## src/rtl/wdt_pkg.sv

```systemverilog
package wdt_pkg;

    typedef struct packed {
        logic       src;      // 1: crystal tick, 0: RC tick
        logic       stop_en;  // count while in STOP
        logic       halt_en;  // count while in HALT
        logic [1:0] tap;      // time-out select
    } wdt_cfg_t;

    localparam wdt_cfg_t CFG_DEFAULT = '{src: 1'b0, stop_en: 1'b1, halt_en: 1'b1, tap: 2'b00};

    typedef enum logic {
        ST_RUN  = 1'b0,
        ST_HOLD = 1'b1
    } hold_state_e;

endpackage

```

## src/rtl/wdt_pin_filter.sv

```systemverilog
module wdt_pin_filter #(
    parameter int FILT_LEN = 4
) (
    input  logic clk,
    input  logic por,
    input  logic pin_n,
    output logic accept
);
    localparam int FW = $clog2(FILT_LEN + 1);

    logic [FW-1:0] low_cnt;

    always_ff @(posedge clk or posedge por) begin
        if (por) begin
            low_cnt <= '0;
        end else if (pin_n) begin
            low_cnt <= '0;
        end else if (low_cnt != FW'(FILT_LEN)) begin
            low_cnt <= low_cnt + 1'b1;
        end
    end

    assign accept = (low_cnt == FW'(FILT_LEN));


    pin_low_seen_chk: assert property (@(posedge clk) disable iff (por)
        $rose(accept) |-> $past(!pin_n));

endmodule

```

## src/rtl/wdt_counter.sv

```systemverilog
module wdt_counter
    import wdt_pkg::*;
#(
    parameter int XT_LIM0 = 256,
    parameter int XT_LIM1 = 512,
    parameter int XT_LIM2 = 1024,
    parameter int XT_LIM3 = 4096,
    parameter int RC_LIM0 = 50,
    parameter int RC_LIM1 = 150,
    parameter int RC_LIM2 = 250,
    parameter int RC_LIM3 = 1000
) (
    input  logic     clk,
    input  logic     por,
    input  wdt_cfg_t cfg,
    input  logic     xtal_tick,
    input  logic     rc_tick,
    input  logic     halt_mode,
    input  logic     stop_mode,
    input  logic     clr,
    input  logic     hold,
    output logic     timeout
);
    localparam int MAXL = (XT_LIM3 > RC_LIM3) ? XT_LIM3 : RC_LIM3;
    localparam int CW   = $clog2(MAXL);

    logic [CW-1:0] cnt;
    logic [CW:0]   lim;
    logic          tick;
    logic          gate;
    logic          adv;
    logic          at_lim;

    always_comb begin
        unique case ({cfg.src, cfg.tap})
            3'b100:  lim = (CW+1)'(XT_LIM0);
            3'b101:  lim = (CW+1)'(XT_LIM1);
            3'b110:  lim = (CW+1)'(XT_LIM2);
            3'b111:  lim = (CW+1)'(XT_LIM3);
            3'b000:  lim = (CW+1)'(RC_LIM0);
            3'b001:  lim = (CW+1)'(RC_LIM1);
            3'b010:  lim = (CW+1)'(RC_LIM2);
            default: lim = (CW+1)'(RC_LIM3);
        endcase
    end

    always_comb begin
        tick = cfg.src ? xtal_tick : rc_tick;
        if (stop_mode)      gate = cfg.stop_en & ~cfg.src;
        else if (halt_mode) gate = cfg.halt_en;
        else                gate = 1'b1;
        adv    = tick & gate;
        at_lim = ({1'b0, cnt} >= (lim - 1'b1));
    end

    always_ff @(posedge clk or posedge por) begin
        if (por) begin
            cnt <= '0;
        end else if (hold || clr) begin
            cnt <= '0;
        end else if (adv) begin
            cnt <= at_lim ? '0 : cnt + 1'b1;
        end
    end

    assign timeout = adv & at_lim & ~hold & ~clr;


    clr_zero_chk: assert property (@(posedge clk) disable iff (por)
        (clr && !hold) |=> (cnt == '0));


    hold_zero_chk: assert property (@(posedge clk) disable iff (por)
        hold |=> (cnt == '0));


    stop_xtal_frozen_chk: assert property (@(posedge clk) disable iff (por)
        (stop_mode && cfg.src && !clr && !hold) |=> $stable(cnt));


    timeout_restart_chk: assert property (@(posedge clk) disable iff (por)
        timeout |=> (cnt == '0));

endmodule

```

## src/rtl/wdt_stretch.sv

```systemverilog
module wdt_stretch
    import wdt_pkg::*;
#(
    parameter int STRETCH = 18
) (
    input  logic clk,
    input  logic por,
    input  logic trig,
    output logic busy
);
    localparam int SW = $clog2(STRETCH);

    hold_state_e   state, state_nxt;
    logic [SW-1:0] hcnt, hcnt_nxt;

    always_ff @(posedge clk or posedge por) begin
        if (por) begin
            state <= ST_HOLD;
            hcnt  <= SW'(STRETCH - 1);
        end else begin
            state <= state_nxt;
            hcnt  <= hcnt_nxt;
        end
    end

    always_comb begin
        state_nxt = state;
        hcnt_nxt  = hcnt;
        unique case (state)
            ST_RUN: begin
                if (trig) begin
                    state_nxt = ST_HOLD;
                    hcnt_nxt  = SW'(STRETCH - 1);
                end
            end
            ST_HOLD: begin
                if (trig) begin
                    hcnt_nxt = SW'(STRETCH - 1);
                end else if (hcnt == '0) begin
                    state_nxt = ST_RUN;
                end else begin
                    hcnt_nxt = hcnt - 1'b1;
                end
            end
            default: state_nxt = ST_HOLD;
        endcase
    end

    always_comb begin
        busy = (state == ST_HOLD);
    end


    trig_asserts_chk: assert property (@(posedge clk) disable iff (por)
        trig |=> busy);


    no_early_release_chk: assert property (@(posedge clk) disable iff (por)
        $fell(busy) |-> $past(!trig));

endmodule

```

## src/rtl/wdt_rst_ctrl.sv

```systemverilog
module wdt_rst_ctrl
    import wdt_pkg::*;
#(
    parameter int FILT_LEN = 4,
    parameter int STRETCH  = 18,
    parameter int XT_LIM0  = 256,
    parameter int XT_LIM1  = 512,
    parameter int XT_LIM2  = 1024,
    parameter int XT_LIM3  = 4096,
    parameter int RC_LIM0  = 50,
    parameter int RC_LIM1  = 150,
    parameter int RC_LIM2  = 250,
    parameter int RC_LIM3  = 1000
) (
    input  logic       clk,
    input  logic       por,
    input  logic       rst_pin_n,
    input  logic       xtal_tick,
    input  logic       rc_tick,
    input  logic       halt_mode,
    input  logic       stop_mode,
    input  logic       wdt_clr,
    input  logic       cfg_we,
    input  logic [4:0] cfg_wdata,
    output logic [4:0] cfg_q,
    output logic       rst_out
);
    wdt_cfg_t cfg;
    logic     pin_acc;
    logic     tmo;
    logic     busy;

    wdt_pin_filter #(.FILT_LEN(FILT_LEN)) u_filt (
        .clk    (clk),
        .por    (por),
        .pin_n  (rst_pin_n),
        .accept (pin_acc)
    );

    wdt_counter #(
        .XT_LIM0(XT_LIM0), .XT_LIM1(XT_LIM1), .XT_LIM2(XT_LIM2), .XT_LIM3(XT_LIM3),
        .RC_LIM0(RC_LIM0), .RC_LIM1(RC_LIM1), .RC_LIM2(RC_LIM2), .RC_LIM3(RC_LIM3)
    ) u_cnt (
        .clk       (clk),
        .por       (por),
        .cfg       (cfg),
        .xtal_tick (xtal_tick),
        .rc_tick   (rc_tick),
        .halt_mode (halt_mode),
        .stop_mode (stop_mode),
        .clr       (wdt_clr),
        .hold      (busy),
        .timeout   (tmo)
    );

    wdt_stretch #(.STRETCH(STRETCH)) u_str (
        .clk  (clk),
        .por  (por),
        .trig (pin_acc | tmo),
        .busy (busy)
    );

    always_ff @(posedge clk or posedge por) begin
        if (por) begin
            cfg <= CFG_DEFAULT;
        end else if (pin_acc) begin
            cfg <= CFG_DEFAULT;
        end else if (cfg_we && !busy) begin
            cfg <= wdt_cfg_t'(cfg_wdata);
        end
    end

    assign cfg_q   = cfg;
    assign rst_out = busy;


    cfg_locked_chk: assert property (@(posedge clk) disable iff (por)
        (rst_out && !pin_acc) |=> $stable(cfg_q));


    pin_default_chk: assert property (@(posedge clk) disable iff (por)
        pin_acc |=> (cfg_q == 5'b01100));

endmodule

```

## config.mk

```make
export PLATFORM = sky130hd
export DESIGN_NAME = wdt_rst_ctrl
export DESIGN_NICKNAME = d
export VERILOG_FILES = /design/src/rtl/wdt_pkg.sv /design/src/rtl/wdt_pin_filter.sv /design/src/rtl/wdt_counter.sv /design/src/rtl/wdt_stretch.sv /design/src/rtl/wdt_rst_ctrl.sv
export SDC_FILE = /design/constraint.sdc
export NUM_CORES = 1
export LEC_CHECK = 0
export BUFFER_PORTS_ARGS = -buffer_cell sky130_fd_sc_hd__buf_2
export CORE_MARGIN = 4
export CORE_UTILIZATION = 33
export CTS_BUF_LIST = sky130_fd_sc_hd__clkbuf_4
export CTS_CLUSTER_DIAMETER = 60
export DETAILED_ROUTE_END_ITERATION = 12
export GPL_TIMING_DRIVEN = 0
export SETUP_SLACK_MARGIN = 0.5
export SLEW_MARGIN = 20
export SYNTH_ARGS = -nofsm -noshare
export SYNTH_HDL_FRONTEND = slang
export SYNTH_SLANG_ARGS = --single-unit
```

## constraint.sdc

```tcl
create_clock -name clk -period 2.6 [get_ports clk]
set_input_delay 0.39 -clock clk [delete_from_list [all_inputs] [get_ports clk]]
set_output_delay 0.39 -clock clk [all_outputs]
set_load 0.02 [all_outputs]
```

==> impl_metrics.toml, run 1 <==
[clock_network]
cts_tree = "yes"
htree_num_levels = 1
clkSlewWorstSetupHoldPaths_ns = 0.15
holdBufCountCts = 0
numCtsBuffers = 3
clockBufferDepth = 2
cts-root-buf = "clkbuf_4"
cts_num_sinks = 26
clk_latency_ns = 0.33

[global_routing]
track_usage_pct = 13.9
met3_usage_pct = 2.63
grt_pass1_wl_mm = 7.23
grt_max_degree = 27
grt_busiest_layer = "met2"
antenna_found_initial = 0
grt_overflow_total = 0
grt_pass1_vias = 1516
met2_usage_pct = 23.1
grtUsageMet1_pct = 19.0

[layout]
post-route-cell-area_um2 = 2410
stdcell_count = 308
drive_gt1_share_pct = 36.1
fill_cells = 506
final_nets = 270
syn2layout_area_growth_pct = 34.5
n_antenna_cell = 0
postLayoutCoreUtil_pct = 46.7

[placed_design]
dp_cells = 291
port-buffer-count = 19
dpl_cell_area_um2 = 2080
gp_congestion = 0.762
hpwl_mm = 3.04

[sta]
hold_violations = 0
slew_viol_final = 0
rsz0062_at_grt = "true"
setup_viol = 13
layout_min_cycle_time_ns = 2.72
worst_slack_ns = -0.117
max_slew_margin_pct = 41.1
whs_ns = 0.0906
worst_pin_slew_ns = 0.881
finalClockSkew_ns = 0.00332
max_freq_mhz = 368
post-route-period-util_pct = 105

[drt]
vias_per_cell = 5.26
ant_nets = 0
drc = 0
drt-initial-drc-count = 57
routedWlPerCell_um = 14.7
vias = 1621
dr.pass1.iters = 4
wirelength_mm = 4.54

[setup_path]
rr_startpoint = "cfg_q[4]"
crit_buf_inv = 3
arrival_ns = 2.98
max_stage_delay_ns = 0.47
crit_path_cell_trace = "buf_8 > nor2_4 > nand2_2 > ha_4 > nand2b_4 > o21bai_1 > a21oi_2 > ha_4 > a21o_1 > a21o_1 > a211oi_4 > buf_6 > buf_6 > nand3b_1 > a31oi_1"
cp_top_family = "compound AO/OA/AOI/OAI gates"
startpoint_type = "register"
r2r_slack_ns = -0.12
crit_slowest_cell = "dfrtp_2"
cp_data_required_time_ns = 2.86
startpoint = "cfg_q[4]"
worst-setup-path-type = "register to register"
rr_endpoint = "u_cnt.cnt[2]"
critPathMaxFanout = 6
r2r_cells = 15
endpoint_kind = "register"

[outcome]
status = "finished, violations left"
violations = "setup timing"

[synth]
synth_flop_cell = "dfrtp_1"
ys_async_sr_fraction_pct = 100
yosysTopAreaCell = "dfrtp_1"
synthMostInstantiatedCell = "nand2_1"
ys_top_cells_by_area = "dfrtp_1 (29%), ha_1 (12%), dfstp_2 (7.3%)"
synth_top_area_share_pct = 29.3
syn-instance-count = 202
synth_nets = 233
synthDistinctLibCells = 42
netlist_top_cells_count = "nand2_1 (23), dfrtp_1 (21), nand3_1 (20)"
avgSynthCellArea_um2 = 8.88
netlist_area_um2 = 1790
ys_warn_count = 0
ys_ff_latch = 26
synth_edf_count = 0
yosysSeqAreaShare_pct = 36.6

[die]
die_w_um = 81.7
ios = 20
initial_utilization_pct = 34.7
dieHeight_um = 81.7
rows = 26
die_area_um2 = 6680
core_um2 = 5170

[run]
maxCapViolCount = 0

[power_and_ir_drop]
powerDensity_nw_per_um2 = 839
p_leak_nw = 1.04
vdd_ir_drop_max_mv = 0.391

[min_path]
hp-class = "input port to asynchronous set/reset pin"
==> how the worst max path moves through the flow <==
stage / to / slack (ns) / cells past startpoint
3_5_place_dp: u_cnt.cnt[2] / -0.32 / 12
6_report: u_cnt.cnt[2] / -0.12 / 15
4_1_cts: u_cnt.cnt[6] / -0.08 / 15
2_1_floorplan: u_cnt.cnt[2] / -0.02 / 14
5_1_grt: u_cnt.cnt[2] / -0.20 / 15
3_3_place_gp: u_cnt.cnt[2] / -0.30 / 12
==> layout make-up <==
| class | instances | area [um2] | share of cell area, % |
|---|---|---|---|
| plain buffers | 10 | 86.3 | 3.58 |
| flip-flops and latches | 26 | 659 | 27.3 |
| clock inverters | 1 | 30.0 | 1.24 |
| repair buffers | 32 | 211 | 8.76 |
| well taps | 70 | 87.6 | 3.63 |
| clock buffers | 3 | 22.5 | 0.933 |
| multi-input cells | 156 | 1280 | 53.0 |
| inverters | 10 | 37.5 | 1.56 |
==> flip-flops by register name, indices dropped and copies added, names as in the netlist <==
register / count
u_str.busy: 1
u_filt.low_cnt: 3
u_str.hcnt: 5
cfg_q: 5
u_cnt.cnt: 12
==> power breakdown <==
part | switching (mW) | internal, mW
clock network | 0.126 | 0.156
logic | 0.587 | 0.546
registers | 0.0788 | 0.531
==> cell usage in the layout, fill, tap and decap left out, types with 5 or more instances in the layout <==
cell type,netlist,routed
nand2_1,23,19
dfrtp_1,21,19
buf_2,2,19
ha_1,17,15
nand3_1,20,13
inv_1,10,9
nor2_1,10,9
buf_4,0,9
buf_6,1,8
a31oi_1,12,8
mux2i_1,7,7
nand3_2,0,6
a21oi_1,6,5
dfstp_2,5,5
==> logic make-up after synthesis <==
family	count (synthesis)	synth area share, %
AOI/OAI and AO/OA	39	15.3
muxes	7	3.91
buffers and inverters	20	4.74
and+or+nand+nor	86	24.2
DFF	26	36.6
adders and majority gates	17	11.9
xor gates and xnor gates	7	3.42
==> through the flow <==
step	setup TNS (ns)	total power [mW]	worst slack [ns]
after floorplan	-0.0666	1.35	-0.0187
after global placement	-3.03	1.55	-0.299
after detailed placement	-3.45	1.55	-0.320
after CTS	-0.581	1.95	-0.0828
after global routing	-2.23	2.19	-0.204
final	-0.777	2.03	-0.117
==> timing repair <==
item / in CTS / in global routing
resized for setup: 22 / 17
gates cloned: 1 / 0
hold endpoints to repair: 0 / 0
endpoints found under the setup margin: 18 / 18
pin swaps: 15 / 16
setup buffers: 9 / 3
==> routing by layer <==
metal | vias to the layer above | share of wire, %
met3 | 6 | 4.5
met4 | 0 | 0.75
li1 | 805 | -
met1 | 777 | 46
met2 | 33 | 48
met5 | - | 0
Power figures use the tool's default switching activity.
==> run 2: changes to the inputs <==
--- a/config.mk
+++ b/config.mk
@@ -11,6 +11,7 @@
 export CTS_BUF_LIST = sky130_fd_sc_hd__clkbuf_4
 export CTS_CLUSTER_DIAMETER = 60
 export DETAILED_ROUTE_END_ITERATION = 12
+export GPL_ROUTABILITY_DRIVEN = 0
 export GPL_TIMING_DRIVEN = 0
 export SETUP_SLACK_MARGIN = 0.5
 export SLEW_MARGIN = 20
==> constraint.sdc (replaced) <==
create_clock -name clk -period 2.6 [get_ports clk]
set_input_delay 0.13 -clock clk [delete_from_list [all_inputs] [get_ports clk]]
set_output_delay 0.13 -clock clk [all_outputs]
set_load 0.02 [all_outputs]
==> run 2 against run 1 <==
Effect of this change:
- the run still ends with setup timing left
- non-clock buffer count rose by 2
- global-route usage unchanged
- via count grew 0.62%
- routed wire length rose by 0.18%
- sequential cell count unchanged
- count of clock-buffer cells in the layout unchanged
- hold slack worse by 0.075 ns
- largest power group unchanged
==> impl_metrics.toml, run 2 (same netlist as run 1, synthesis figures left out) <==
[outcome]
status = "finished, violations left"
violations = "setup timing"

[clock_network]
clockBufferDepth = 2
cts-root-buf = "clkbuf_4"
htree_num_levels = 1
clk_latency_ns = 0.33
clkSlewWorstSetupHoldPaths_ns = 0.14
cts_num_sinks = 26
cts_tree = "yes"
numCtsBuffers = 3

[drt]
dr.pass1.iters = 4
wirelength_mm = 4.54
ant_nets = 0
routedWlPerCell_um = 14.7
vias_per_cell = 5.26
vias = 1631
drc = 0
drt-initial-drc-count = 58

[sta]
hold_violations = 0
max_slew_margin_pct = 40.8
rsz0062_at_grt = "true"
post-route-period-util_pct = 104
worst_pin_slew_ns = 0.884
max_freq_mhz = 369
slew_viol_final = 0
setup_viol = 13
worst_slack_ns = -0.113
layout_min_cycle_time_ns = 2.71
finalSetupTns_ns = -0.731
finalClockSkew_ns = 0.00313

[global_routing]
grt_overflow_total = 0
track_usage_pct = 13.9
antenna_found_initial = 0
grt_pass1_vias = 1516
grt_max_degree = 27
grt_pass1_wl_mm = 7.23

[layout]
n_antenna_cell = 0
multi_input_area_um2 = 1280
post-route-cell-area_um2 = 2430
drive_gt1_share_pct = 35.8
fill_cells = 505
layout_common_cells = "nand2_1 (19), dfrtp_1 (19), buf_2 (19)"
stdcell_count = 310
max_flop_register = "u_cnt.cnt"
syn2layout_area_growth_pct = 35.6
largest_reg_flops = 12
final_nets = 272
regArea_um2 = 659

[setup_path]
endpoint_kind = "register"
rr_endpoint = "u_cnt.cnt[2]"
startpoint_type = "register"
r2r_cells = 15
cp_data_required_time_ns = 2.86
critPathMaxFanout = 6
arrival_ns = 2.97
r2r_slack_ns = -0.11
worst-setup-path-type = "register to register"
rr_startpoint = "cfg_q[4]"

[power_and_ir_drop]
vdd_ir_drop_max_mv = 0.391
total_power_mw = 2.03
p_leak_nw = 1.04
powerDensity_nw_per_um2 = 833

[min_path]
hp-class = "input port to register"
hold_path_startpoint = "cfg_wdata[3]"
min_to = "cfg_q[3]"
whs_path_depth = 3

[die]
ios = 20
die_area_um2 = 6680
rows = 26
dieHeight_um = 81.7
core_um2 = 5170
die_w_um = 81.7
initial_utilization_pct = 34.7

[placed_design]
port-buffer-count = 19
dpl_cell_area_um2 = 2080
dp_cells = 291
hpwl_mm = 3.04

[run]
maxCapViolCount = 0
==> run 2: changes by cell type in the layout (fill, tap and decap cells not counted) <==
cell / previous run / this run
dlygate4sd3_1: 0 / 2
==> run 2: layout make-up <==
class / instances / area share, %
inverters: 10 / 1.54
clock inverters: 1 / 1.23
flip-flops and latches: 26 / 27.1
clock buffers: 3 / 0.925
multi-input cells: 156 / 52.5
well taps: 70 / 3.60
plain buffers: 10 / 3.55
repair buffers: 34 / 9.51
==> run 2: worst max path at each step <==
stage / endpoint / cells after the start / from / slack (ns)
floorplan: u_cnt.cnt[2] / 14 / cfg_q[4] / -0.02
global placement: u_cnt.cnt[2] / 12 / cfg_q[4] / -0.30
detailed placement: u_cnt.cnt[2] / 12 / cfg_q[4] / -0.32
CTS: u_cnt.cnt[6] / 15 / cfg_q[4] / -0.08
global route: u_cnt.cnt[2] / 15 / cfg_q[4] / -0.20
finish: u_cnt.cnt[2] / 15 / cfg_q[4] / -0.11
==> run 2: metal layers <==
layer	vias up	track usage, %	wire (um)
met4	0	2.49	23
met1	781	19.0	2100
met5	-	0	0
met3	2	2.63	217
li1	810	-	-
met2	38	23.1	2200
==> run 2: critical path, cell delays in order, from the launching register on <==
cell      delay, ns
dfrtp_2        0.46
buf_8          0.14
nor2_4         0.12
nand2_2        0.08
ha_4           0.17
nand2b_4       0.14
o21bai_1       0.18
a21oi_2        0.10
ha_4           0.15
a21o_1         0.17
a21o_1         0.20
a211oi_4       0.17
buf_6          0.17
buf_6          0.13
nand3b_1       0.08
a31oi_1        0.18
==> run 2: where the power goes <==
group          switching [mW]  internal (mW)  total, mW
clock                   0.126          0.156      0.282
combinational           0.588          0.548       1.14
sequential             0.0787          0.531      0.609
==> run 2: through the flow <==
stage | hold WS (ns) | utilization, % | worst slack (ns)
6_report | 0.0152 | 47.0 | -0.113
5_1_grt | 0.00565 | 47.0 | -0.204
4_1_cts | 0.00910 | 44.8 | -0.0828
3_5_place_dp | 0.333 | 40.3 | -0.320
3_3_place_gp | 0.328 | 40.3 | -0.299
2_1_floorplan | 0.166 | - | -0.0187
==> run 2: what timing repair did <==
item / CTS / global route
pin swaps: 15 / 16
setup endpoints to repair: 18 / 18
resized for setup: 22 / 17
endpoints found under the hold margin: 3 / 21
cloned: 1 / 0
hold buffers: 1 / 1
buffers inserted: 9 / 3
